===== src/rtl/wn_pkg.sv =====
// Package: shared types for the wide-to-narrow read steering block.
// Assumes nothing beyond IEEE 1800-2017 enums.
package wn_pkg;

    // Sequencer states of one read transaction
    typedef enum logic [1:0] {
        ST_IDLE  = 2'd0,
        ST_FETCH = 2'd1,
        ST_DATA  = 2'd2,
        ST_TURN  = 2'd3
    } wn_state_e;

    // Which 32-bit half of the quad-word the current phase carries
    typedef enum logic {
        HALF_LO = 1'b0,
        HALF_HI = 1'b1
    } wn_half_e;

endpackage


===== src/rtl/wn_seq.sv =====
// Module: wn_seq
// Transaction sequencer. It tracks the open read, the half in flight and the
// back-end ready history. It drives the bus control lines and the take strobes,
// and tells the datapath when to load a fresh quad-word or the captured half.
// Assumes txn_start is a one-cycle pulse and that frame_n rises only together
// with the initiator's final ready phase.
module wn_seq
    import wn_pkg::*;
(
    input  logic clk,
    input  logic rst_n,
    input  logic txn_start,
    input  logic start_dw,
    input  logic frame_n,
    input  logic irdy_n,
    input  logic be_rdy_n,
    output logic trdy_n,
    output logic trdy_oe,
    output logic devsel_n,
    output logic devsel_oe,
    output logic ad_oe,
    output logic bar_hit,
    output logic lo_take_n,
    output logic hi_take_n,
    output logic load_fresh,
    output logic load_hold,
    output logic half_sel
);

    wn_state_e state;
    wn_half_e  half;
    logic      be_seen;
    logic      xfer;

    // A transfer completes when both sides are ready in the data state
    assign xfer = (state == ST_DATA) && !irdy_n;

    // Fresh load: back-end ready on this edge and the one before
    assign load_fresh = (state == ST_FETCH) && !be_rdy_n && be_seen;

    // Captured-half load: a low half was just taken and the burst goes on
    assign load_hold  = xfer && !frame_n && (half == HALF_LO);

    assign half_sel   = half;

    // Sequencer state, control lines and strobes
    always_ff @(posedge clk) begin
        if (!rst_n) begin
            state     <= ST_IDLE;
            half      <= HALF_LO;
            be_seen   <= 1'b0;
            trdy_n    <= 1'b1;
            trdy_oe   <= 1'b0;
            devsel_n  <= 1'b1;
            devsel_oe <= 1'b0;
            ad_oe     <= 1'b0;
            bar_hit   <= 1'b0;
            lo_take_n <= 1'b1;
            hi_take_n <= 1'b1;
        end else begin
            lo_take_n <= 1'b1;
            hi_take_n <= 1'b1;
            case (state)
                ST_IDLE: begin
                    if (txn_start) begin
                        state     <= ST_FETCH;
                        half      <= wn_half_e'(start_dw);
                        be_seen   <= 1'b0;
                        devsel_n  <= 1'b0;
                        devsel_oe <= 1'b1;
                        trdy_n    <= 1'b1;
                        trdy_oe   <= 1'b1;
                        ad_oe     <= 1'b1;
                        bar_hit   <= 1'b1;
                    end
                end
                ST_FETCH: begin
                    be_seen <= !be_rdy_n;
                    if (load_fresh) begin
                        trdy_n <= 1'b0;
                        state  <= ST_DATA;
                    end
                end
                ST_DATA: begin
                    if (xfer) begin
                        if (half == HALF_LO) begin
                            lo_take_n <= 1'b0;
                        end else begin
                            hi_take_n <= 1'b0;
                        end
                        if (frame_n) begin
                            state    <= ST_TURN;
                            trdy_n   <= 1'b1;
                            devsel_n <= 1'b1;
                            ad_oe    <= 1'b0;
                            bar_hit  <= 1'b0;
                        end else if (half == HALF_LO) begin
                            half <= HALF_HI;
                        end else begin
                            half    <= HALF_LO;
                            state   <= ST_FETCH;
                            trdy_n  <= 1'b1;
                            be_seen <= 1'b0;
                        end
                    end
                end
                default: begin
                    trdy_oe   <= 1'b0;
                    devsel_oe <= 1'b0;
                    state     <= ST_IDLE;
                end
            endcase
        end
    end

endmodule


===== src/rtl/wn_datapath.sv =====
// Module: wn_datapath
// Half-word steering. On a fresh load it drives the selected half of the
// quad-word. When that half is the low one it also captures the high half,
// which is then driven on a captured-half load without touching the back-end.
// Assumes load_fresh and load_hold are never high together.
module wn_datapath #(
    parameter int HALF_W = 32,
    localparam int QW_W  = 2 * HALF_W
) (
    input  logic              clk,
    input  logic              rst_n,
    input  logic [QW_W-1:0]   qword_in,
    input  logic              load_fresh,
    input  logic              load_hold,
    input  logic              half_sel,
    output logic [HALF_W-1:0] ad_out
);

    logic [HALF_W-1:0] lo_part;
    logic [HALF_W-1:0] hi_part;
    logic [HALF_W-1:0] hi_hold;

    assign lo_part = qword_in[HALF_W-1:0];
    assign hi_part = qword_in[QW_W-1:HALF_W];

    // Output data register and captured high half
    always_ff @(posedge clk) begin
        if (!rst_n) begin
            ad_out  <= '0;
            hi_hold <= '0;
        end else if (load_fresh) begin
            if (half_sel) begin
                ad_out <= hi_part;
            end else begin
                ad_out  <= lo_part;
                hi_hold <= hi_part;
            end
        end else if (load_hold) begin
            ad_out <= hi_hold;
        end
    end

endmodule


===== src/rtl/wn_read_steer.sv =====
// Module: wn_read_steer (top)
// Burst read steering from a 64-bit back-end onto a 32-bit target bus.
// It joins the sequencer and the datapath. All outputs are registered on clk.
// Assumes the back-end updates qword_in within one cycle of seeing hi_take_n.
module wn_read_steer #(
    parameter int HALF_W = 32,
    localparam int QW_W  = 2 * HALF_W
) (
    input  logic              clk,
    input  logic              rst_n,
    input  logic              txn_start,
    input  logic              start_dw,
    input  logic              frame_n,
    input  logic              irdy_n,
    input  logic              be_rdy_n,
    input  logic [QW_W-1:0]   qword_in,
    output logic [HALF_W-1:0] ad_out,
    output logic              ad_oe,
    output logic              trdy_n,
    output logic              trdy_oe,
    output logic              devsel_n,
    output logic              devsel_oe,
    output logic              lo_take_n,
    output logic              hi_take_n,
    output logic              bar_hit
);

    logic load_fresh;
    logic load_hold;
    logic half_sel;

    // Sequencer: control lines, strobes and load requests
    wn_seq u_seq (
        .clk        (clk),
        .rst_n      (rst_n),
        .txn_start  (txn_start),
        .start_dw   (start_dw),
        .frame_n    (frame_n),
        .irdy_n     (irdy_n),
        .be_rdy_n   (be_rdy_n),
        .trdy_n     (trdy_n),
        .trdy_oe    (trdy_oe),
        .devsel_n   (devsel_n),
        .devsel_oe  (devsel_oe),
        .ad_oe      (ad_oe),
        .bar_hit    (bar_hit),
        .lo_take_n  (lo_take_n),
        .hi_take_n  (hi_take_n),
        .load_fresh (load_fresh),
        .load_hold  (load_hold),
        .half_sel   (half_sel)
    );

    // Datapath: half selection and captured high half
    wn_datapath #(.HALF_W(HALF_W)) u_dp (
        .clk        (clk),
        .rst_n      (rst_n),
        .qword_in   (qword_in),
        .load_fresh (load_fresh),
        .load_hold  (load_hold),
        .half_sel   (half_sel),
        .ad_out     (ad_out)
    );

endmodule


===== config.mk =====
export PLATFORM = sky130hd
export DESIGN_NAME = wn_read_steer
export DESIGN_NICKNAME = d
export VERILOG_FILES = /design/src/rtl/wn_pkg.sv /design/src/rtl/wn_seq.sv /design/src/rtl/wn_datapath.sv /design/src/rtl/wn_read_steer.sv
export SDC_FILE = /design/constraint.sdc
export NUM_CORES = 1
export LEC_CHECK = 0
export ABC_AREA = 0
export BUFFER_PORTS_ARGS = -buffer_cell sky130_fd_sc_hd__buf_2
export CORE_MARGIN = 3
export CORE_UTILIZATION = 52
export CTS_BUF_LIST = sky130_fd_sc_hd__clkbuf_4 sky130_fd_sc_hd__clkbuf_8
export DETAILED_ROUTE_END_ITERATION = 12
export GPL_ROUTABILITY_DRIVEN = 0
export PLACE_DENSITY = 0.82
export SYNTH_ARGS = -nofsm -noshare
export SYNTH_HDL_FRONTEND = slang
export SYNTH_SLANG_ARGS = --single-unit

===== constraint.sdc =====
create_clock -name clk -period 2 [get_ports clk]
set_input_delay 0 -clock clk [delete_from_list [all_inputs] [get_ports clk]]
set_output_delay 0 -clock clk [all_outputs]
set_load 0.01 [all_outputs]

# Word-level counts from Yosys, hierarchy flattened
# Index checks and enable logic that the tools add are counted.
# W data, S select, Z words.
# word_totals
word_cells	76
output_inout_bits	40
inputBits	71
regBits	74
# op_classes
n_eq_ne	9
bitwise	2
reduce_logical	21
muxes	33
# op_table
operator	n
$mux W32	3
$mux W1	18
$reduce_and A4 Y1	3
$mux W2	5
$reduce_and A5 Y1	2
$ne A2 B2 Y1 const B	4
$pmux W1 S2	4
$pmux W1 S3	2
$pmux W2 S3	1
$logic_and A1 B1 Y1	5
$ne A2 B1 Y1 const B	2
$reduce_and A2 Y1	2
$reduce_bool A2 Y1	2
$logic_not A1 Y1	3
$ne A3 B2 Y1 const B	1
$reduce_and A3 Y1	1
$reduce_bool A3 Y1	1
$eq A2 B1 Y1 const B	1
$eq A2 B2 Y1 const B	1
$logic_not A2 Y1	1
$not A1 Y1	2
$reduce_or A2 Y1	1

# Depth between registers and ports, before layout
# Gate-level depths: netlist of run 1.
# depth
depth_word	6
ltp_mapped	8

# Cells and area by module
# A second synthesis of run 1 with hierarchy kept.
# hier_totals
cells_unflattened	355
hier_area_um2	3420.8
# by_module_without_submodules
mod	cells_each	area_per_inst_um2	seq_area_each_um2	n_inst
wn_datapath	284	2807.7	1281.2	1
wn_seq	71	613.1	200.2	1

# Least setup slack after synthesis of run 1
# No wires, ideal clock.
# synth_path
path_type	reg-to-reg
startpoint	reg u_seq.state[0]
endpoint	reg u_seq.be_seen
arrival_time_ps	1577
stages_incl_launch_ff	7
setup_ps	87
required_time_ps	1913
synth_period_minus_slack_ps	1664
n_path_buf	1
slack_ps	336
cell_sequence	dfxtp_1 inv_1 ha_1 clkbuf_1 a2111oi_0 nand4b_1 o31ai_1
# synth_between
elab_chain_cells	4
# synth_lines
element	line	source
from (decl)	wn_seq.sv:30	wn_state_e state;
from (signal assigned)	wn_seq.sv:49	state <= ST_IDLE;
from (signal assigned)	wn_seq.sv:66	state <= ST_FETCH;
from (signal assigned)	wn_seq.sv:81	state <= ST_DATA;
$eq A2 B2 Y1	wn_seq.sv:36, wn_seq.sv:63	
$logic_and A1 B1 Y1	wn_seq.sv:36	assign xfer = (state == ST_DATA) && !irdy_n;
$ne A2 B1 Y1 (no line)	--	
$reduce_and A5 Y1 (no line)	--	
to (signal assigned)	wn_seq.sv:78	be_seen <= !be_rdy_n;
to (decl)	wn_seq.sv:32	logic be_seen;
# Several ways; a longest one is shown, not always the timed one.
# A chain may end at the register's enable or synchronous reset.

# Worst setup path after layout of run 1
# Ends and elaborated chain as after synthesis.

==> qor.txt, run 1 <==
final core occ: 75.3%
Top delay family on crit path: compound AO/OA/AOI/OAI gates
first-pass GRT wire length: 14800 microns
vias in the first global route: 3284
worst slew pin tran: 625 ps
Max-Cap Viols: 0
Post-synth ARST share: 0%
final setup TNS: 0 ps
post-route cell area: 4620 sq um
via count: 3259
Synth Cell Area: 3420 sq um
grt total ovfl: 0
Synth area leaders: dfxtp_1 43%, a21oi_1 10%, mux2i_1 9.7%
HPWL Detailed: 5850 microns
Clock Latency Late Sink: 350 ps
drt via density: 5.39
CTS Buffer Depth: 2
predominant post-synthesis flop cell: dfxtp_1
Global Route Usage Sum: 24.4%
Critical Path AT: 2220 ps
starting DRC count in detailed routing: 154
Die Width: 87.1 microns
CP Buf/Inv Count: 1
DRT Wirelength: 9010 microns
area grow syn2layout: 35.0%
layout cell share with drive strength beyond 1: 30.9%
number of synthesized flops with an enable pin: 0
VDD IR max: 0.000751 V
Cell Rows: 28
Final setup viols: 0
most frequent cell after synthesis: dfxtp_1
status: finished clean
Worst setup EP type: register
pin count of the biggest net entering global routing: 37
Starting Density: 55.8%
Diodes inserted: 0
slowest CP cell: a2111oi_0
r2r setup slk: 40 ps
DR WL/cell: 14.9 microns
largest fanout on the critical path: 6
initial antenna violation count: 0
worst path cell trace: inv_1 -> ha_1 -> and2_1 -> a2111oi_0 -> nand4b_1 -> o31ai_1
fin crit period: 1960 ps
Post-Place Cell Area: 4040 sq um
Core ar.: 6130 sq um
WS Path Type: register to register
Die ar.: 7580 sq um
Worst Hold Class: primary input to register
unrepaired setup endpoints after global routing: false
synthesized area per cell: 8.88 sq um
sequential area share after synthesis: 43.3%
CTS Root Cell: clkbuf_8
top-area cell type share of the netlist area: 43.3%
Die H: 87.1 microns
final count of pins violating max slew: 0
CTS tree: done
Yosys warnings: 0
CTS Buf Count: 9
DRC: 0
f_max: 511 MHz
H-Tree Depth: 3
synth unique cells: 35
CP required: 2260 ps
PwrDens: 838 nW/um^2
antenna-violating nets left: 0
clock-pin slew on the worst setup and hold paths: 80 ps
Buffers on Ports: 110
Yosys reg bits: 74
postcts setup bufs: 0
leakage power: 1.85 nW
post-route non-filler standard cell count: 605
synthesized net count: 461
Fillers: 436
Synth Instances: 385
Tcrit/Tclk final: 97.8%
Final Hold Fails: 0
Clock Skews: 6.07 ps
first-pass iteration count of the detailed router: 4
num ports: 111
Post-synth top cells: 74 x dfxtp_1, 68 x a21oi_1, 67 x nand2_1
Final nets: 601
cell taking the most area after synthesis: dfxtp_1
CTS Sinks: 74
Rel. slew slack: 57.3%
Worst path max stage delay: 580 ps
Post-Place Cells: 554
crit start category: register
-- routing by layer --
metal | vias up | global-route usage [%] | routed length [microns]
li1 | 1625 | - | -
met1 | 1501 | 27.9 | 3680
met2 | 117 | 44.8 | 4630
met3 | 16 | 5.77 | 544
met4 | 0 | 7.39 | 151
met5 | - | 0 | 0
-- layout make-up --
type / count / area [sq um] / share of cell area [%]
inverter: 6 / 22.5 / 0.488
multi-input combinational: 274 / 1750 / 38.0
sequential: 74 / 1480 / 32.1
clock buffer: 10 / 131 / 2.85
clock inverter: 6 / 90.1 / 1.95
timing repair buffer: 160 / 1040 / 22.6
tap: 75 / 93.8 / 2.03
-- per-stage QoR --
| step | hold WS [ps] | setup WS [ps] | total power [W] |
|---|---|---|---|
| floorplan | 125 | 336 | 0.00232 |
| global placement | 253 | 235 | 0.00253 |
| detailed placement | 258 | 107 | 0.00256 |
| CTS | 11.2 | 75.5 | 0.00387 |
| global route | 33.0 | 2.78 | 0.00404 |
| finish | 14.0 | 43.4 | 0.00387 |
-- state kept, by name (all words and copies together), names as in the netlist --
register,flops
u_seq.half_sel,1
u_seq.devsel_n,1
u_seq.lo_take_n,1
u_seq.hi_take_n,1
u_dp.ad_out,32
u_seq.trdy_n,1
u_dp.hi_hold,32
u_seq.be_seen,1
u_seq.state,2
u_seq.ad_oe,1
u_seq.trdy_oe,1
-- power by group --
group / internal (W) / switching, W
registers: 0.00155 / 0.0000616
logic: 0.000485 / 0.000498
clock network: 0.000720 / 0.000556
total: 0.00275 / 0.00112
-- what timing repair did --
item | CTS | global route
hold buffers | 35 | 0
hold endpoints to repair | 36 | 0
gates resized for setup | 0 | 1
setup endpoints to repair | 0 | 11
-- logic make-up (layout without fill, tap and decap cells) --
| family | after synthesis | after routing | share of synthesized area (%) |
|---|---|---|---|
| AOI/OAI and AO/OA | 116 | 116 | 18.1 |
| and+or+nand+nor | 88 | 88 | 11.1 |
| DFF | 74 | 74 | 43.3 |
| muxes | 65 | 65 | 20.2 |
| buffers and inverters | 37 | 182 | 5.45 |
| adders and majority gates | 5 | 5 | 1.83 |
-- worst paths after layout --
path / start / to / cells after the start
hold reg to reg: u_dp.hi_hold[29] / u_dp.hi_hold[29] / 2
setup reg to reg: u_seq.state[0] / u_seq.be_seen / 6
setup / recovery: u_seq.state[0] / u_seq.be_seen / 6
hold / removal: qword_in[9] / u_dp.ad_out[9] / 4
-- cell usage in the layout (no fill, tap or decap), drive strengths merged --
cell type,count
o32ai,1
nand3b,2
a211oi,1
nor2,9
a221o,1
clkinv,2
a31oi,2
nand3,2
mux2i,33
nand2,67
dlygate4sd3,35
inv,7
nor2b,1
and2,1
dfxtp,74
o21ai,36
mux2,32
a311oi,2
clkinvlp,1
bufinv,2
a2111oi,1
clkbuf,10
nor4b,1
nand2b,2
nor3,1
o31ai,1
nor3b,1
a31o,1
nand4b,1
ha,5
o21bai,1
buf,125
a21oi,69
-- worst min-delay path, cell delays in order --
cell,delay [ps]
buf_2,70
mux2_1,100
o21ai_0,60
a21oi_1,100
Power figures use the tool's default switching activity.
==> run 2: changes to the inputs <==
--- a/config.mk
+++ b/config.mk
@@ -13,6 +13,7 @@
 export DETAILED_ROUTE_END_ITERATION = 12
 export GPL_ROUTABILITY_DRIVEN = 0
 export PLACE_DENSITY = 0.82
+export REMOVE_ABC_BUFFERS = 1
 export SYNTH_ARGS = -nofsm -noshare
 export SYNTH_HDL_FRONTEND = slang
 export SYNTH_SLANG_ARGS = --single-unit
==> run 2 against run 1 <==
First-iteration DRC count up 16%. Flip-flop and latch count did not move. Wire length increased by 3.5%. Highest routed layer unchanged.
==> qor.txt, run 2 (synthesis gave the netlist of run 1 again) <==
first-pass GRT wire length: 15000 microns (+1.5%)
CTS Buf Count: 9 (unchanged)
Worst Hold Depth: 3 (-1)
Top Registers: u_dp.ad_out x32, u_dp.hi_hold x32, u_seq.state x2
DR WL/cell: 15.4 microns (+3.7%)
Final setup viols: 0 (unchanged)
H-Tree Depth: 3 (unchanged)
Rel. slew slack: 44.1% (-13 points)
Starting Density: 55.8% (unchanged)
leakage power: 1.84 nW (about the same)
post-route non-filler standard cell count: 604 (-0.17%)
Post-Place Cells: 552 (-0.36%)
Max-Cap Viols: 0 (unchanged)
CTS tree: done
Buffers on Ports: 110 (unchanged)
status: finished clean
final count of pins violating max slew: 0 (unchanged)
Diodes inserted: 0 (unchanged)
worst reg-to-reg path cell count: 7 (+1)
largest fanout on the critical path: 18 (+12)
commonest non-fill, non-tap cell in the layout: buf_2
Critical R2R Capture: u_dp.ad_out[12]
num ports: 111 (unchanged)
Die Width: 87.1 microns (unchanged)
via count: 3329 (+2.1%)
Worst Hold Class: primary input to register
area grow syn2layout: 34.7%
critical path endpoint: u_dp.ad_out[12]
crit start category: register
CTS Buffer Depth: 2 (unchanged)
initial antenna violation count: 0 (unchanged)
first-pass iteration count of the detailed router: 5 (+1)
Met2 Wirelength: 4670 microns (+0.84%)
r2r setup slk: 170 ps (+120 ps)
VDD IR max: 0.000717 V (-4.5%)
Fillers: 442 (+1.4%)
vias in the first global route: 3314 (+0.91%)
Critical Path AT: 2040 ps (-180 ps)
DRC: 0 (unchanged)
f_max: 546 MHz (+6.8%)
CTS Root Cell: clkbuf_8
PwrDens: 826 nW/um^2 (-1.4%)
Top Layer Used: met4
Final nets: 600 (-0.17%)
DRT Wirelength: 9330 microns (+3.5%)
met1 WL: 3880 microns (+5.4%)
fin crit period: 1830 ps (-124 ps)
starting DRC count in detailed routing: 179 (+16%)
worst slew pin tran: 838 ps (+214 ps)
Final Hold Fails: 0 (unchanged)
Worst setup EP type: register
Die ar.: 7580 sq um (unchanged)
CP required: 2210 ps (-50 ps)
Final WS setup: 168 ps (+124 ps)
Cell Rows: 28 (unchanged)
Met3 Wirelength: 546 microns (+0.37%)
CTS Sinks: 74 (unchanged)
crit path from: u_seq.state[0]
layout cell share with drive strength beyond 1: 30.8% (-0.13 points)
grt total ovfl: 0 (unchanged)
Die H: 87.1 microns (unchanged)
Setup WS pre-CTS: 148 ps (+40.7 ps)
clock-pin slew on the worst setup and hold paths: 70 ps (about the same)
reg2reg start: u_seq.state[0]
HPWL Detailed: 5910 microns (+1.1%)
Clock Skews: 6.07 ps (-0.000730 ps)
pin count of the biggest net entering global routing: 37 (unchanged)
drt via density: 5.51 (+2.3%)
Global Route Usage Sum: 24.7% (+0.31 points)
unrepaired setup endpoints after global routing: false
antenna-violating nets left: 0 (unchanged)
Tcrit/Tclk final: 91.6% (-6.2 points)
most frequent cells in the layout: 110 x buf_2, 73 x dfxtp_1, 68 x a21oi_1
Core ar.: 6130 sq um (unchanged)
Clock Latency Late Sink: 340 ps (about the same)
WS Path Type: register to register
==> run 2: stage by stage <==
| stage | hold WS (ps) | TNS, ps | power, W | instance area, sq um | utilization [%] |
|---|---|---|---|---|---|
| floorplan | 76.2 | -77610 | 0.00225 | 3260 | - |
| global placement | 253 | 0 | 0.00254 | 4040 | 65.9 |
| detailed placement | 259 | 0 | 0.00257 | 4040 | 65.9 |
| CTS | 11.1 | 0 | 0.00381 | 4600 | 75.0 |
| global route | 35.9 | 0 | 0.00400 | 4610 | 75.1 |
| finish | 20.1 | 0 | 0.00381 | 4610 | 75.1 |
==> run 2: power breakdown <==
group          total, W  switching, W  internal, W  leakage, nW
clock network   0.00119      0.000508     0.000686        0.111
logic          0.000974      0.000483     0.000490         1.14
registers       0.00164     0.0000916      0.00155        0.598
==> run 2: area by class of cell <==
type / count / area, sq um / area share (%)
clock inverter: 2 / 35.0 / 0.760
tap: 75 / 93.8 / 2.04
inverter: 6 / 22.5 / 0.489
multi-input combinational: 274 / 1760 / 38.1
clock buffer: 14 / 174 / 3.78
timing repair buffer: 159 / 1040 / 22.7
sequential: 74 / 1480 / 32.2
==> run 2: how the worst min path moves through the flow <==
stage                       endpoint    startpoint
CTS                   u_seq.half_sel      start_dw
detailed placement  u_dp.hi_hold[18]  qword_in[50]
floorplan             u_seq.devsel_n         rst_n
finish                u_seq.half_sel      start_dw
global placement    u_dp.hi_hold[22]  qword_in[54]
global route          u_dp.ad_out[8]   qword_in[8]
==> run 2: worst max-delay path, cell delays in order, from the launching register on <==
cell and delay [ps]:
dfxtp_1 340, inv_1 140, ha_1 320, nor4b_4 230, buf_4 180, buf_12 180
mux2i_1 210, a21oi_1 90
==> run 2: repair_timing <==
action                                  CTS  global route
endpoints found under the hold margin    36             0
gates resized for setup                   0             1
setup buffers                             0             1
endpoints found under the setup margin    0            13
hold buffers                             35             0
==> run 2: per-layer routing <==
metal | GRT usage, % | vias to the layer above
met3 | 3.97 | 24
met4 | 10.7 | 0
met1 | 30.5 | 1548
li1 | - | 1619
met2 | 42.5 | 138
met5 | 0 | -
==> run 3: changes to the inputs <==
--- a/config.mk
+++ b/config.mk
@@ -7,6 +7,7 @@
 export LEC_CHECK = 0
 export ABC_AREA = 0
 export BUFFER_PORTS_ARGS = -buffer_cell sky130_fd_sc_hd__buf_2
+export CORE_ASPECT_RATIO = 1.25
 export CORE_MARGIN = 3
 export CORE_UTILIZATION = 52
 export CTS_BUF_LIST = sky130_fd_sc_hd__clkbuf_4 sky130_fd_sc_hd__clkbuf_8
==> run 3 against run 2 <==
Power is 1.4% higher. Largest cell class unchanged. Fmax up 1.5%. Cell count rose by 1.8%.
==> qor.txt, run 3 (synthesis gave the netlist of run 1 again) <==
Worst Hold Class: primary input to register
Tcrit/Tclk final: 90.2% (-1.4 points)
CTS tree: done
CP required: 2230 ps (+20 ps)
clock-pin slew on the worst setup and hold paths: 80 ps (about the same)
Rel. slew slack: 47.8% (+3.7 points)
fin crit period: 1800 ps (-27.8 ps)
postcts setup bufs: 0 (unchanged)
CTS Sinks: 74 (unchanged)
vias in the first global route: 3344 (+0.91%)
Fillers: 484 (+9.5%)
leakage power: 1.84 nW (-0.24%)
final core occ: 73.2% (-2.0 points)
crit path from: u_seq.state[1]
Clock Latency Late Sink: 340 ps (about the same)
H-Tree Depth: 3 (unchanged)
antenna-violating nets left: 0 (unchanged)
Core ar.: 6290 sq um (+2.5%)
status: finished clean
DRC: 0 (unchanged)
CTS Buf Count: 9 (unchanged)
grt total ovfl: 0 (unchanged)
DRT Wirelength: 9310 microns (-0.18%)
drt via density: 5.38 (-2.5%)
WS Path Type: register to register
most frequent cells in the layout: 110 x buf_2, 73 x dfxtp_1, 68 x a21oi_1
most used cell, CP: buf_4
VDD IR max: 0.000812 V (+13%)
slowest CP cell: dfxtp_1
crit start category: register
Final Hold Fails: 0 (unchanged)
unrepaired setup endpoints after global routing: false
Top Registers: u_dp.ad_out x32, u_dp.hi_hold x32, u_seq.state x2
num ports: 111 (unchanged)
largest fanout on the critical path: 38 (+20)
Clock Skews: 7.50 ps (+1.43 ps)
final count of pins violating max slew: 0 (unchanged)
PwrDens: 838 nW/um^2 (+1.5%)
Cell Rows: 32 (+14%)
HPWL Detailed: 6010 microns (+1.7%)
worst path cell trace: inv_1 -> ha_1 -> nand3b_1 -> buf_4 -> nor2_2 -> buf_4 -> nand2_1 -> a21oi_1
starting DRC count in detailed routing: 218 (+22%)
f_max: 554 MHz (+1.5%)
Final nets: 602 (+0.33%)
via count: 3306 (-0.69%)
layout cell share with drive strength beyond 1: 31.3% (+0.51 points)
worst slew pin tran: 783 ps (-55.5 ps)
initial antenna violation count: 0 (unchanged)
commonest non-fill, non-tap cell in the layout: buf_2
Global Route Usage Sum: 24.9% (+0.20 points)
Die H: 96.7 microns (+11%)
reg2reg start: u_seq.state[1]
Final setup viols: 0 (unchanged)
worst hold path startpoint: qword_in[27]
Power Total: 0.00386 W (+1.4%)
CTS Root Cell: clkbuf_8
Worst setup EP type: register
CTS Buffer Depth: 2 (unchanged)
Critical Path AT: 2030 ps (about the same)
Die ar.: 7590 sq um (about the same)
Buffers on Ports: 110 (unchanged)
Starting Density: 54.4% (-1.4 points)
DR WL/cell: 15.1 microns (-2.0%)
Max-Cap Viols: 0 (unchanged)
Die Width: 78.5 microns (-9.8%)
first-pass GRT wire length: 15200 microns (+1.7%)
area grow syn2layout: 34.5%
Diodes inserted: 0 (unchanged)
pin count of the biggest net entering global routing: 39 (+5.4%)
first-pass iteration count of the detailed router: 4 (-1)
Worst path max stage delay: 430 ps (+90 ps)
-- run 3: power by group --
part / switching (W) / internal (W) / total (W)
sequential: 0.0000927 / 0.00155 / 0.00164
combinational: 0.000495 / 0.000507 / 0.00100
clock: 0.000527 / 0.000688 / 0.00122
-- run 3: per-stage QoR --
step | setup slack [ps] | TNS [ps] | instance area [sq um] | hold slack [ps] | std cells
finish | 195 | 0 | 4600 | 29.3 | 615
global route | 43.7 | 0 | 4600 | 22.0 | 615
CTS | 172 | 0 | 4590 | 9.47 | 615
detailed placement | 212 | 0 | 4040 | 259 | 566
global placement | 245 | 0 | 4040 | 252 | 566
floorplan | -1410 | -77610 | 3260 | 76.2 | 354
-- run 3: layout make-up --
cell class / instances / area, sq um / area share (%)
repair buffers: 161 / 1020 / 22.2
flip-flops and latches: 74 / 1480 / 32.2
inverters: 6 / 22.5 / 0.490
clock buffers: 9 / 124 / 2.69
clock inverters: 6 / 82.6 / 1.79
well taps: 85 / 106 / 2.31
multi-input cells: 274 / 1760 / 38.3
-- run 3: timing repair --
| item | 4_1_cts | 5_1_grt |
|---|---|---|
| hold buffers | 34 | 0 |
| endpoints found under the hold margin | 34 | 0 |
| gates resized for setup | 0 | 3 |
| endpoints found under the setup margin | 0 | 2 |
-- run 3: worst paths after layout --
path	to	slack, ps	cells past startpoint
setup reg to reg	u_dp.hi_hold[7]	200	8
setup / recovery	u_dp.hi_hold[7]	200	8
hold / removal	u_dp.ad_out[27]	30	4
hold reg to reg	u_dp.hi_hold[13]	460	2
-- run 3: routing by layer --
layer  part of all wire [%]  track usage [%]  vias up  routed length (microns)
li1                       -                -     1623                        -
met5                      0                0        -                        0
met2                     52             45.1      120                     4870
met4                    2.6             12.0        0                      246
met1                     40             27.2     1540                     3690
met3                    5.4             5.03       23                      507
-- run 3: critical path, delay by kind of cell (launching register included) --
| family | cells | cell delay (ps) |
|---|---|---|
| AO/OA/AOI/OAI | 1 | 70 |
| adder cells (fa/ha/maj) | 1 | 230 |
| buffers and inverters | 3 | 640 |
| flip-flops | 1 | 430 |
| AND/OR/NAND/NOR | 3 | 310 |
